File: config.mk
export PLATFORM = sky130hd
export DESIGN_NAME = sys_ctl_port
export DESIGN_NICKNAME = d
export VERILOG_FILES = /design/src/rtl/sys_ctl_pkg.sv /design/src/rtl/sys_ctl_decode.sv /design/src/rtl/sys_ctl_store.sv /design/src/rtl/sys_ctl_kick.sv /design/src/rtl/sys_ctl_port.sv
export SDC_FILE = /design/constraint.sdc
export NUM_CORES = 1
export LEC_CHECK = 0
export BUFFER_PORTS_ARGS = -buffer_cell sky130_fd_sc_hd__buf_2
export CORE_AREA = 4 4 41 43
export DETAILED_ROUTE_END_ITERATION = 10
export DIE_AREA = 0 0 45 47
export HOLD_SLACK_MARGIN = 0.03
export PLACE_DENSITY = 0.87
export SETUP_SLACK_MARGIN = 0.1
export SLEW_MARGIN = 5
export SYNTH_ARGS = -nofsm -noshare
export SYNTH_HDL_FRONTEND = slang
export SYNTH_SLANG_ARGS = --single-unit
File: constraint.sdc
create_clock -name clk -period 2.92 [get_ports clk]
set_clock_uncertainty 0.1 [all_clocks]
set_input_delay 0.438 -clock clk [delete_from_list [all_inputs] [get_ports clk]]
set_output_delay 0.438 -clock clk [all_outputs]
set_load 0.005 [all_outputs]
File: src/rtl/sys_ctl_pkg.sv
package sys_ctl_pkg;
   localparam int unsigned SCP_ADDR_W = 16;
   localparam logic [SCP_ADDR_W-1:0] SCP_PORT = 16'h0092;

   // Rising transition from the held value to the incoming value.
   function automatic logic scp_rise(input logic was, input logic now);
      return now & ~was;
   endfunction
endpackage

File: src/rtl/sys_ctl_decode.sv
module sys_ctl_decode #(
   parameter int unsigned          ADDR_W    = 16,
   parameter logic [ADDR_W-1:0]    PORT_ADDR = 16'h0092
) (
   input  logic [ADDR_W-1:0] addr,
   input  logic              wr_en,
   input  logic              rd_en,
   output logic              wr_hit,
   output logic              rd_hit
);
   logic match;

   assign match  = (addr == PORT_ADDR);
   assign wr_hit = wr_en & match;
   assign rd_hit = rd_en & match;
endmodule

File: src/rtl/sys_ctl_store.sv
module sys_ctl_store #(
   parameter int unsigned DATA_W   = 8,
   parameter int unsigned KICK_BIT = 0
) (
   input  logic              clk,
   input  logic              por_n,
   input  logic              warm_rst,
   input  logic              wr_hit,
   input  logic [DATA_W-1:0] wdata,
   output logic [DATA_W-1:0] q
);
   for (genvar i = 0; i < DATA_W; i++) begin : g_bit
      logic bit_q;
      if (i == KICK_BIT) begin : g_clear_on_warm
         always_ff @(posedge clk or negedge por_n) begin
            if (!por_n)        bit_q <= 1'b0;
            else if (warm_rst) bit_q <= 1'b0;
            else if (wr_hit)   bit_q <= wdata[i];
         end
      end else begin : g_keep_on_warm
         always_ff @(posedge clk or negedge por_n) begin
            if (!por_n)                   bit_q <= 1'b0;
            else if (!warm_rst && wr_hit) bit_q <= wdata[i];
         end
      end
      assign q[i] = bit_q;
   end
endmodule

File: src/rtl/sys_ctl_kick.sv
module sys_ctl_kick (
   input  logic clk,
   input  logic por_n,
   input  logic warm_rst,
   input  logic wr_hit,
   input  logic held_bit,
   input  logic new_bit,
   output logic pulse
);
   import sys_ctl_pkg::*;

   logic pulse_q;

   always_ff @(posedge clk or negedge por_n) begin
      if (!por_n) pulse_q <= 1'b0;
      else        pulse_q <= ~warm_rst & wr_hit & scp_rise(held_bit, new_bit);
   end

   assign pulse = pulse_q;
endmodule

File: src/rtl/sys_ctl_port.sv
module sys_ctl_port #(
   parameter int unsigned       ADDR_W    = sys_ctl_pkg::SCP_ADDR_W,
   parameter logic [ADDR_W-1:0] PORT_ADDR = sys_ctl_pkg::SCP_PORT,
   parameter int unsigned       DATA_W    = 8,
   parameter int unsigned       GATE_BIT  = 1,
   parameter int unsigned       KICK_BIT  = 0
) (
   input  logic              clk,
   input  logic              por_n,
   input  logic              warm_rst,
   input  logic [ADDR_W-1:0] addr,
   input  logic              wr_en,
   input  logic              rd_en,
   input  logic [DATA_W-1:0] wdata,
   output logic [DATA_W-1:0] rdata,
   output logic              a20_gate,
   output logic              reset_req
);
   localparam logic [DATA_W-1:0] ZERO = '0;

   if (DATA_W < 2) begin : g_bad_width
      $error("sys_ctl_port: DATA_W must be at least 2");
   end
   if (GATE_BIT >= DATA_W || KICK_BIT >= DATA_W) begin : g_bad_bit
      $error("sys_ctl_port: bit positions must lie inside DATA_W");
   end
   if (GATE_BIT == KICK_BIT) begin : g_bad_overlap
      $error("sys_ctl_port: gate and request bits must differ");
   end

   logic              wr_hit;
   logic              rd_hit;
   logic [DATA_W-1:0] store_q;

   sys_ctl_decode #(
      .ADDR_W   (ADDR_W),
      .PORT_ADDR(PORT_ADDR)
   ) u_decode (
      .addr  (addr),
      .wr_en (wr_en),
      .rd_en (rd_en),
      .wr_hit(wr_hit),
      .rd_hit(rd_hit)
   );

   sys_ctl_store #(
      .DATA_W  (DATA_W),
      .KICK_BIT(KICK_BIT)
   ) u_store (
      .clk     (clk),
      .por_n   (por_n),
      .warm_rst(warm_rst),
      .wr_hit  (wr_hit),
      .wdata   (wdata),
      .q       (store_q)
   );

   sys_ctl_kick u_kick (
      .clk     (clk),
      .por_n   (por_n),
      .warm_rst(warm_rst),
      .wr_hit  (wr_hit),
      .held_bit(store_q[KICK_BIT]),
      .new_bit (wdata[KICK_BIT]),
      .pulse   (reset_req)
   );

   assign rdata    = rd_hit ? store_q : ZERO;
   assign a20_gate = store_q[GATE_BIT];
endmodule

==> results.cfg <==
[clocking]
clock_latency_ps = 260
ctsHoldBuffers = 1
ctsResizeCount = 0
cts-root-buf = clkbuf_4
cts_tree = yes
htree_num_levels = 1
cts_setup_buffers = 0
cts.clk_slew.worst_paths_ps = 60
cts_buffer_depth = 2
numCtsBuffers = 3
clock-sinks = 9

[die]
initial_core_util = 0.388
num_io_pins = 39
core_um2 = 1300
fp.dieArea_um2 = 2120
rows = 13
die_h_um = 47
die_w_um = 45

[setup_path]
worst_ep_arrival_time_ps = 1640
crit_top_cell = buf_2
cp-start-kind = input port
criticalPathCategory = input port to output pin
crit_path_max_fanout = 8
cpPeakStageDelay_ps = 320
crit_chain = buf_2 -> nor4_2 -> nand4_1 -> nor2_1 -> and2_1 -> buf_2
cp.required_ps = 2380
endpoint_kind = output pin
critical_path.slowest_cell = nor2_1

[placement]
gp_congestion = 0.744
io_buffers = 38

[finish]
drive_gt1_frac = 0.651
antenna_cells = 0
final_core_util = 0.578
final_common_cell = buf_2
area_growth_pct = 48.8
nets = 113
most-common-layout-cells = buf_2 (38), dfrtp_1 (9), and2_1 (8)

[yosys]
yosys_warnings = 0
synth_area_um2 = 505
syn_inst = 40
syn_area_per_cell_um2 = 12.6
ys_types = 14
syn_nets = 69
ys_ff_latch = 9
yosysSeqAreaShare = 0.446

[global_routing]
grt_max_degree = 10
grt_overflow = 0
grt_use_total = 0.121
antenna_found_initial = 0
grt_pass1_wl_um = 1700
grt_pass1_vias = 428

[hold_path]
hold_class = input port to register

[timing]
slew_viol_final = 0
hold_viol_final = 0
slew_headroom = 0.768
setup_tns_ps = 0
final.period_utilization = 0.746
hold_slack_ps = 232
worstMarginPinSlew_ps = 347
timing.fmax_mhz = 459
min_period_ps = 2180
rsz0062_at_grt = false
setup_violations = 0

[routing]
drt-initial-drc-count = 2
vias = 449
avgViaCountPerCell = 4.58
drt_first_pass_iters = 4
drcViolationCount = 0
drt_wl_total_um = 1090
wl_per_cell_um = 11.1
ant_nets = 0

[power_and_ir_drop]
p_leak_uw = 0.000423
power.density_nw_per_um2 = 332
finalPower_uw = 250
vdd_ir_drop_max_mv = 0.159

[run]
max-cap-violations = 0

[run_status]
outcome = complete, no violations
## layout make-up
| cell class | instances | area [um2] |
|---|---|---|
| fill | 120 | 549 |
| multi-input combinational | 28 | 269 |
| sequential | 9 | 225 |
| timing repair buffer | 39 | 200 |
| clock buffer | 3 | 22.5 |
| tap | 15 | 18.8 |
| inverter | 3 | 11.3 |
| clock inverter | 1 | 5.00 |
## state kept, by name (all words and copies together), names as in the netlist
name	cells
u_kick.pulse	1
u_store.g_bit.bit_q	8
## synthesized netlist by cell type
| cell | count | share of area |
|---|---|---|
| nor4b_4 | 3 | 0.14 |
| or3_1 | 1 | 0.012 |
| nor4_1 | 1 | 0.012 |
| dfrtp_1 | 9 | 0.45 |
| nand4_1 | 2 | 0.025 |
| nor4_2 | 1 | 0.025 |
| a21oi_1 | 1 | 0.0099 |
| o21ai_0 | 1 | 0.0099 |
| mux2_2 | 7 | 0.16 |
| nor2_4 | 1 | 0.022 |
| inv_1 | 3 | 0.022 |
| nor2_1 | 1 | 0.0074 |
| nand2b_1 | 1 | 0.012 |
| and2_1 | 8 | 0.099 |
## per-stage QoR
| step | cell area, um2 | setup WS, ps | cells |
|---|---|---|---|
| floorplan | 505 | 1100 | 40 |
| global placement | 714 | 737 | 93 |
| detailed placement | 714 | 732 | 93 |
| CTS | 752 | 725 | 98 |
| global route | 752 | 559 | 98 |
| finish | 752 | 742 | 98 |
## layer usage
layer	global-route usage	wire (um)
met5	0	0
met4	0.0877	18
met3	0.0575	89
met2	0.189	603
met1	0.128	377
## report_power, final
group | switching [uW] | total (uW) | internal, uW | leakage [uW]
Combinational | 13.2 | 31.8 | 18.6 | 0.000279
Sequential | 0.00739 | 125 | 125 | 0.000126
Clock | 42.8 | 93.3 | 50.4 | 0.0000177
## worst paths after layout
path | slack, ps | cells after the start | from | to
hold / removal | 230 | 2 | warm_rst | u_store.g_bit[0].bit_q$_DFFE_PN0P_
hold reg to reg | 350 | 1 | u_store.g_bit[0].bit_q$_DFFE_PN0P_ | u_kick.pulse$_DFF_PN0_
max in group asynchronous | 2080 | 2 | por_n | u_store.g_bit[3].bit_q$_DFFE_PN0P_
setup / recovery | 740 | 6 | addr[12] | rdata[3]
min in group asynchronous | 460 | 2 | por_n | u_store.g_bit[4].bit_q$_DFFE_PN0P_
setup reg to reg | 2060 | 1 | u_store.g_bit[0].bit_q$_DFFE_PN0P_ | u_kick.pulse$_DFF_PN0_
## cells by family after synthesis
group,share of synthesized area
buffers and inverters,0.0223
AO/OA/AOI/OAI,0.0198
multiplexers,0.156
AND/OR/NAND/NOR,0.356
flip-flops,0.446
## worst max-delay path: cells and delay by family
kind                   cells  cell delay, ps
buffers and inverters      2             200
AND/OR/NAND/NOR            4             990
Power figures use the tool's default switching activity.
